File: config.mk
export PLATFORM = sky130hd
export DESIGN_NAME = xoff_xon_sched
export DESIGN_NICKNAME = d
export VERILOG_FILES = /design/src/rtl/fc_pkg.sv /design/src/rtl/fc_threshold.sv /design/src/rtl/fc_delay.sv /design/src/rtl/xoff_xon_sched.sv
export SDC_FILE = /design/constraint.sdc
export NUM_CORES = 1
export LEC_CHECK = 0
export ABC_AREA = 0
export BUFFER_PORTS_ARGS = -buffer_cell sky130_fd_sc_hd__buf_2
export CAP_MARGIN = 25
export CORE_MARGIN = 10
export CORE_UTILIZATION = 49
export CTS_CLUSTER_SIZE = 24
export DETAILED_ROUTE_END_ITERATION = 12
export PLACE_DENSITY = 0.91
export SLEW_MARGIN = 40
export SYNTH_ARGS = -nofsm -noshare
export SYNTH_HDL_FRONTEND = slang
export SYNTH_SLANG_ARGS = --single-unit
File: constraint.sdc
create_clock -name clk -period 2.6 [get_ports clk]
set_clock_uncertainty 0.15 [all_clocks]
set_input_delay 0.26 -clock clk [delete_from_list [all_inputs] [get_ports clk]]
set_output_delay 0.26 -clock clk [all_outputs]
set_load 0.02 [all_outputs]
File: src/rtl/fc_pkg.sv
package fc_pkg;
    typedef enum logic [2:0] {
        ST_IDLE, ST_ARMED, ST_OFF_A, ST_OFF_B, ST_HOLD, ST_ON_A, ST_ON_B
    } fc_state_t;

    // Step table: trigger level for each index
    function automatic int unsigned step_level(input logic [1:0] idx);
        case (idx)
            2'd0:    return 8;
            2'd1:    return 16;
            2'd2:    return 24;
            default: return 28;
        endcase
    endfunction
endpackage

File: src/rtl/fc_threshold.sv
module fc_threshold #(
    parameter int CNT_W = 7
) (
    input  logic [CNT_W-1:0] rx_count,
    input  logic             table_sel,
    input  logic [1:0]       step_idx,
    input  logic [CNT_W-1:0] trig_level,
    input  logic [CNT_W-1:0] hyst,
    output logic             trip,
    output logic             release_ok
);
    import fc_pkg::*;

    logic [CNT_W-1:0] step_trig;
    logic [CNT_W-1:0] step_rel;

    always_comb begin
        step_trig = CNT_W'(step_level(step_idx));
        step_rel  = (step_idx == 2'd0) ? '0 : CNT_W'(step_level(step_idx - 2'd1));
        if (table_sel) begin
            trip = rx_count >= trig_level;
            if (trig_level > hyst)
                release_ok = rx_count < (trig_level - hyst);
            else
                release_ok = (rx_count == '0);
        end else begin
            trip       = rx_count >= step_trig;
            release_ok = rx_count <= step_rel;
        end
    end
endmodule

File: src/rtl/fc_delay.sv
module fc_delay #(
    parameter int FB_W = 4,
    localparam int DLY_W = FB_W + 5
) (
    input  logic            clk,
    input  logic            rst_n,
    input  logic            run,
    input  logic            tick,
    input  logic [FB_W-1:0] frame_bits,
    output logic            done
);
    logic [DLY_W-1:0] cnt_q;
    logic [DLY_W-1:0] limit;

    // two characters of frame_bits bits at sixteen ticks per bit
    assign limit = {frame_bits, 5'd0};
    assign done  = run && tick && (cnt_q == limit - DLY_W'(1));

    always_ff @(posedge clk or negedge rst_n) begin
        if (!rst_n)
            cnt_q <= '0;
        else if (!run)
            cnt_q <= '0;
        else if (tick)
            cnt_q <= cnt_q + DLY_W'(1);
    end
endmodule

File: src/rtl/xoff_xon_sched.sv
module xoff_xon_sched #(
    parameter int CNT_W = 7,
    parameter int FB_W  = 4,
    parameter int CH_W  = 8
) (
    input  logic             clk,
    input  logic             rst_n,
    input  logic [CNT_W-1:0] rx_count,
    input  logic             table_sel,
    input  logic [1:0]       step_idx,
    input  logic [CNT_W-1:0] trig_level,
    input  logic [CNT_W-1:0] hyst,
    input  logic             dual_mode,
    input  logic             baud_tick16,
    input  logic [FB_W-1:0]  frame_bits,
    input  logic [CH_W-1:0]  xoff_a,
    input  logic [CH_W-1:0]  xoff_b,
    input  logic [CH_W-1:0]  xon_a,
    input  logic [CH_W-1:0]  xon_b,
    input  logic             fc_ack,
    output logic             fc_req,
    output logic [CH_W-1:0]  fc_data,
    output logic             remote_held
);
    import fc_pkg::*;

    fc_state_t state_q, state_d;
    logic      trip, release_ok, dly_done;

    fc_threshold #(.CNT_W(CNT_W)) u_thr (
        .rx_count  (rx_count),
        .table_sel (table_sel),
        .step_idx  (step_idx),
        .trig_level(trig_level),
        .hyst      (hyst),
        .trip      (trip),
        .release_ok(release_ok)
    );

    fc_delay #(.FB_W(FB_W)) u_dly (
        .clk       (clk),
        .rst_n     (rst_n),
        .run       (state_q == ST_ARMED),
        .tick      (baud_tick16),
        .frame_bits(frame_bits),
        .done      (dly_done)
    );

    // next-state logic
    always_comb begin
        state_d = state_q;
        unique case (state_q)
            ST_IDLE:  if (trip) state_d = ST_ARMED;                    // TRIP
            ST_ARMED: if (release_ok) state_d = ST_IDLE;               // CANCEL
                      else if (dly_done) state_d = ST_OFF_A;           // EXPIRE
            ST_OFF_A: if (fc_ack) state_d = dual_mode ? ST_OFF_B : ST_HOLD;
            ST_OFF_B: if (fc_ack) state_d = ST_HOLD;                   // OFF_DONE
            ST_HOLD:  if (release_ok) state_d = ST_ON_A;               // RELEASE
            ST_ON_A:  if (fc_ack) state_d = dual_mode ? ST_ON_B : ST_IDLE;
            ST_ON_B:  if (fc_ack) state_d = ST_IDLE;                   // ON_DONE
            default:  state_d = ST_IDLE;
        endcase
    end

    // state register
    always_ff @(posedge clk or negedge rst_n) begin
        if (!rst_n) state_q <= ST_IDLE;
        else        state_q <= state_d;
    end

    // outputs
    always_comb begin
        fc_req      = 1'b0;
        fc_data     = '0;
        remote_held = 1'b0;
        unique case (state_q)
            ST_OFF_A: begin fc_req = 1'b1; fc_data = xoff_a; end
            ST_OFF_B: begin fc_req = 1'b1; fc_data = xoff_b; end
            ST_HOLD:  remote_held = 1'b1;
            ST_ON_A:  begin fc_req = 1'b1; fc_data = xon_a; remote_held = 1'b1; end
            ST_ON_B:  begin fc_req = 1'b1; fc_data = xon_b; remote_held = 1'b1; end
            default:  ;
        endcase
    end

    AST_EXPIRE_NEEDS_DELAY: assert property (@(posedge clk) disable iff (!rst_n)
        (state_q == ST_OFF_A && $past(state_q) == ST_ARMED) |-> $past(dly_done))
        else $error("pause offered before delay end");
    AST_REQ_HOLDS: assert property (@(posedge clk) disable iff (!rst_n)
        (fc_req && !fc_ack && !(state_q == ST_HOLD)) |=> fc_req)
        else $error("request dropped without ack");
    AST_CANCEL_IDLE: assert property (@(posedge clk) disable iff (!rst_n)
        (state_q == ST_ARMED && release_ok) |=> (state_q == ST_IDLE))
        else $error("cancel not taken");
    AST_XON_AFTER_HOLD: assert property (@(posedge clk) disable iff (!rst_n)
        (state_q == ST_ON_A) |-> ($past(state_q) == ST_HOLD || $past(state_q) == ST_ON_A))
        else $error("resume without hold");
    AST_DUAL_SECOND: assert property (@(posedge clk) disable iff (!rst_n)
        (state_q == ST_OFF_A && fc_ack && dual_mode) |=> (state_q == ST_OFF_B))
        else $error("second pause char skipped");
endmodule

==> After elaboration in Yosys (flattened, before gate mapping) <==
Index checks and enable logic that the tools add are counted.
{ "word_totals": {"wordCells": 61, "ff_bits": 12} }
{ "classes": {"add_sub_neg": 4, "n_eq_ne": 19, "mux": 22, "order_cmp": 5, "reduce_logical": 9} }
{ "op_table": {"columns": ["operator", "n"], "rows": [
  ["8-bit case mux with 4 select lines", 1],
  ["3-bit two-way mux", 10],
  ["5-bit case mux with 3 select lines", 2],
  ["3-bit case mux with 7 select lines", 1],
  ["9-bit two-way mux", 2],
  ["2-bit != test, second input constant", 7],
  ["9-bit by 1-bit adder with 9-bit output, second input constant", 1],
  ["3-bit == test, second input constant", 3],
  ["9-bit == test", 1],
  ["9-bit by 1-bit subtractor with 9-bit output, second input constant", 1],
  ["7-bit by 5-bit greater-or-equal comparator with 1-bit output", 1],
  ["7-bit greater-or-equal comparator", 1],
  ["7-bit > comparator", 1],
  ["7-bit <= comparator", 1],
  ["7-bit logical NOT", 1],
  ["7-bit less-than comparator", 1],
  ["7-bit AND reduction", 1],
  ["7-bit subtractor", 1],
  ["3-bit by 2-bit == test with 1-bit output, second input constant", 2],
  ["1-bit two-way mux", 5],
  ["5-bit two-way mux", 1],
  ["2-bit by 1-bit == test with 1-bit output, second input constant", 2],
  ["2-bit == test, second input constant", 2],
  ["2-bit logical NOT", 2],
  ["other kinds (7)", 8]
]} }

==> Longest topological paths before layout <==
{ "logic_depth": {"depth_word": 8, "mapped_depth": 17, "mapped_depth_nobuf": 17} }

==> By module <==
Synthesis repeated with hierarchy kept, for this count alone.
{ "unflattened": {"cells_unflattened": 229, "hier_area_um2": 1861.8} }
{ "modules_own_cells": {"columns": ["module", "cells_per_inst", "area_each_um2", "instances"], "rows": [
  ["fc_threshold", 105, 774.5, 1],
  ["xoff_xon_sched", 72, 550.5, 1],
  ["fc_delay", 52, 536.8, 1]
]} }

==> Least setup slack after synthesis <==
Ideal clock, no wire load.
{ "synth_path": {"kind": "input to register", "start": "in trig_level[0]", "end": "reg state_q[0]", "path_buffers": 0, "path_stages": 17, "t_arrival_ps": 3043, "setup_ps": 79, "setup_slack_ps": -672, "path_cell_list": "inv_1 ha_1 inv_1 fa_1 a21o_1 a21oi_1 o21bai_1 a21oi_1 xor2_1 ha_1 inv_1 o2111ai_1 nor2_1 mux2_4 or3_4 o21ai_4 mux2i_1"} }
{ "synth_between": {"elab_chain_cells": 6, "elab_cells_between_ends": 13, "classes_between": "add/sub: 1; order compare: 3; eq/ne: 3; mux: 5; reduce/logical: 1"} }
{ "synth_lines": {"columns": ["element", "line_no", "source"], "rows": [
  ["start, declared", "xoff_xon_sched.sv:11", "input logic [CNT_W-1:0] trig_level,"],
  ["7-bit subtractor", "fc_threshold.sv:23", "release_ok = rx_count < (trig_level - hyst);"],
  ["7-bit less-than comparator", "fc_threshold.sv:23", null],
  ["1-bit two-way mux", "fc_threshold.sv:22", "if (trig_level > hyst)"],
  ["1-bit two-way mux", "fc_threshold.sv:20", "if (table_sel) begin"],
  ["3-bit != test (no line) (tied with other cells)", null, null],
  ["7-bit AND reduction (no line) or 3-bit case mux with 7 select lines (tied branches)", null, null],
  ["end signal, assigned", "xoff_xon_sched.sv:68", "else state_q <= state_d;"],
  ["end, declared", "xoff_xon_sched.sv:27", "fc_state_t state_q, state_d;"]
]} }
Several ways; a longest one is shown, not always the timed one.
A chain may end at the register's enable or synchronous reset.

==> Worst setup path in the final report <==
Same ends and word-level chain as after synthesis.

==> summary.md <==
| Metric | Value |
|---|---|
| Layout area overhead | 36.5% |
| Mapped Cells | 218 |
| Vias in the first global route | 1,983 |
| Clock-pin slew on the worst setup and hold paths | 60 ps |
| Clock latency on the worst-skew pair | 270 ps |
| CP endpoint kind | register |
| Layout cells sized above 1 | a little over a third |
| Clock root cell | clkbuf_4 |
| Final ANT Viol Nets | 0 |
| Post-synth ARST share | 100% |
| I/O pin count | between 70 and 80 |
| Mux cell area share after synthesis | 6.58% |
| Antenna diodes | 0 |
| Worst Path Max Fanout | 3 |
| Synthesized flop and latch total | 12 |
| First-pass GRT wire length | 8260 um |
| Initial antenna violation count | 0 |
| Avg WL per Cell | 14.4 um |
| Total Die Area | 0.00636 sq mm |
| Main combinational cell family by area after synthesis | compound AO/OA/AOI/OAI gates |
| Hold Fails Final Rpt | 0 |
| DP HPWL | 4350 um |
| Synth unique cells | 45 |
| Synth area leader | ha_1 |
| Top FF cell, synth | dfrtp_1 |
| Initial detailed-routing violation count | 116 |
| Gr usage total | 15.4% |
| Peak supply drop | approximately 240 uV |
| Adder-cell share of the synthesized area | 21.2% |
| Post-Synth XOR/XNOR Area | under 10% |
| PD cells | 554 mW/mm^2 |
| Pre-CTS setup slack | -881 ps |
| Simple-gate share of the synthesized area | 16.6% |
| Core Box Area | 0.00339 sq mm |
| Synth Net Count | 312 |
| R2R Setup Slk | 560 ps |
| Final worst-path cycle share | 119% |
| Synthesized area | 0.00175 sq mm |
| Gpl congestion | around 0.84 |
| Critical path arrival | around 3100 ps |
| Failing checks | negative setup slack |
| Nets | between 400 and 500 |
| Tightest Pin Transition | approximately 670 ps |
| CTS tree | done |
| Mean Syn Cell Area | 8.02 sq um |
| PortBufs | 74 |
| H-tree depth | 1 |
| Vias/cell | 5.48 |
| Sequential area share after synthesis | 17.2% |
| CTS Buf Count | 3 |
| Post-synth EDFFs | 0 |
| Compound-cell area share of the yosys netlist | between 20% and 30% |
| Largest cells by area after synthesis | ha_1 20%, dfrtp_1 17%, mux2i_1 5.7% |
| Initial Utilization | 51.6% |
| FMAX | 0.323 GHz |
| Data required, critical path | 2640 ps |
| Via Count | just under 2,000 |
| Largest net degree at the start of global routing | 13 |
| DIE WIDTH | 79.7 um |
| Worst setup SP type | input port |
| Leak pwr | 1.26 nW |
| Setup ws final | -498 ps |
| WS Path Type | input port to register |
| Worst-case headroom to the max-slew limit | 55.4% |
| Fin. max-slew vios | 0 |
| Setup violators final | 2 |
| DR DRC count | 0 |
| Drt first pass iters | 4 |
| CTS Buffer Depth | 2 |
| Commonest cells post-synth | 28 x ha_1, 25 x inv_1, 20 x nor2_1 |
| Minimum clock period | 3100 ps |
| Unrepaired setup endpoints after global routing | yes |
| Most frequent cell after synthesis | ha_1 |
| Outcome | complete, but fails checks |
| Die H | around 80 um |
| Max-cap violation count | 0 |
| CTS sink count | 12 |
| Row count | 21 |
| GRT overflow | 0 |
| Yosys Warn Count | 0 |
| Share of the synthesized area in the top cell type | between 20% and 30% |
| Final WL | between 5000 and 6000 um |
| Hold Crit Class | input port to register |
| Worst hold slack | 110 ps |
cells in the final DEF (no fill, tap or decap), drive strengths merged, types with 2 or more instances in the layout:
| master | n |
|---|---|
| a22oi | 8 |
| nand2b | 2 |
| nand4 | 7 |
| dfrtp | 12 |
| xnor2 | 8 |
| o22ai | 8 |
| and4 | 3 |
| clkbuf | 3 |
| nand2 | 12 |
| nand3b | 2 |
| mux2i | 10 |
| a21oi | 18 |
| nor3 | 2 |
| o21ai | 8 |
| a21o | 3 |
| ha | 28 |
| nor4 | 2 |
| o21bai | 2 |
| nand3 | 4 |
| buf | 92 |
| and3 | 2 |
| inv | 27 |
| xor2 | 11 |
| nor2 | 21 |
per-layer routing:
layer	vias to the layer above	global-route usage, %	share of wire, %
met5	-	0	0
met4	0	5.63	1.8
met1	906	15.7	38
met3	9	3.94	6.8
met2	62	29.1	53
li1	975	-	-
worst paths after layout:
check,to,startpoint,depth (start not counted)
max in group asynchronous,state_q[2]$_DFFE_PN0P_,rst_n,2
min in group asynchronous,u_dly.cnt_q[2]$_DFFE_PN0P_,rst_n,2
max,state_q[0]$_DFFE_PN0P_,trig_level[0],18
max reg2reg,state_q[0]$_DFFE_PN0P_,state_q[1]$_DFFE_PN0P_,7
min reg2reg,u_dly.cnt_q[3]$_DFFE_PN0P_,u_dly.cnt_q[3]$_DFFE_PN0P_,2
min,state_q[2]$_DFFE_PN0P_,fc_ack,3
registers in the layout (all words and copies together), names as in the netlist:
signal,flops
u_dly.cnt_q,9
state_q,3
worst max-delay path, stage by stage:
cell	delay [ps]
buf_12	110
inv_12	40
ha_4	120
inv_2	30
fa_2	330
a21o_1	180
a21oi_2	140
o21bai_1	90
a21oi_2	150
xor2_1	90
ha_1	310
inv_1	60
o2111ai_2	190
nor2_1	60
mux2_4	260
or3_4	380
o21ai_4	150
mux2i_1	180
stage by stage:
| step | instances | utilization (%) | TNS [ps] | power [W] | cell area, sq um |
|---|---|---|---|---|---|
| floorplan | 218 | - | -965 | 0.000905 | 1780 |
| detailed placement | 349 | 68.0 | -1710 | 0.00120 | 2300 |
| global placement | 349 | 68.0 | -1430 | 0.00117 | 2300 |
| CTS | 355 | 69.9 | -905 | 0.00132 | 2370 |
| global route | 356 | 70.4 | -1300 | 0.00144 | 2390 |
| finish | 356 | 70.4 | -947 | 0.00132 | 2390 |
cells by family after synthesis:
group,Yosys count
muxes,11
and+or+nand+nor,58
AOI/OAI and AO/OA,57
other,1
buffers and inverters,31
xor gates and xnor gates,19
adders and majority gates,29
DFF,12
power by group:
part           total (W)  internal, W  leakage (nW)  switching [W]
sequential      0.000277     0.000215         0.163      0.0000614
combinational   0.000938     0.000412          1.09       0.000526
clock           0.000108    0.0000536        0.0138      0.0000543
total            0.00132     0.000681          1.26       0.000642
cell type report:
type | count | area (sq um)
multi-input cells | 175 | 1360
fillers | 271 | 1000
repair buffers | 93 | 531
flip-flops and latches | 12 | 300
inverters | 27 | 114
well taps | 46 | 57.6
clock buffers | 3 | 22.5
timing repair:
action | in CTS | in global routing
gates resized for setup | 5 | 2
hold endpoints to repair | 12 | 0
setup endpoints to repair | 2 | 2
pin swaps | 2 | 1
hold buffers | 1 | 0
cloned | 0 | 0
buffers inserted | 2 | 1
No activity file was read; power rests on OpenSTA's default activity.
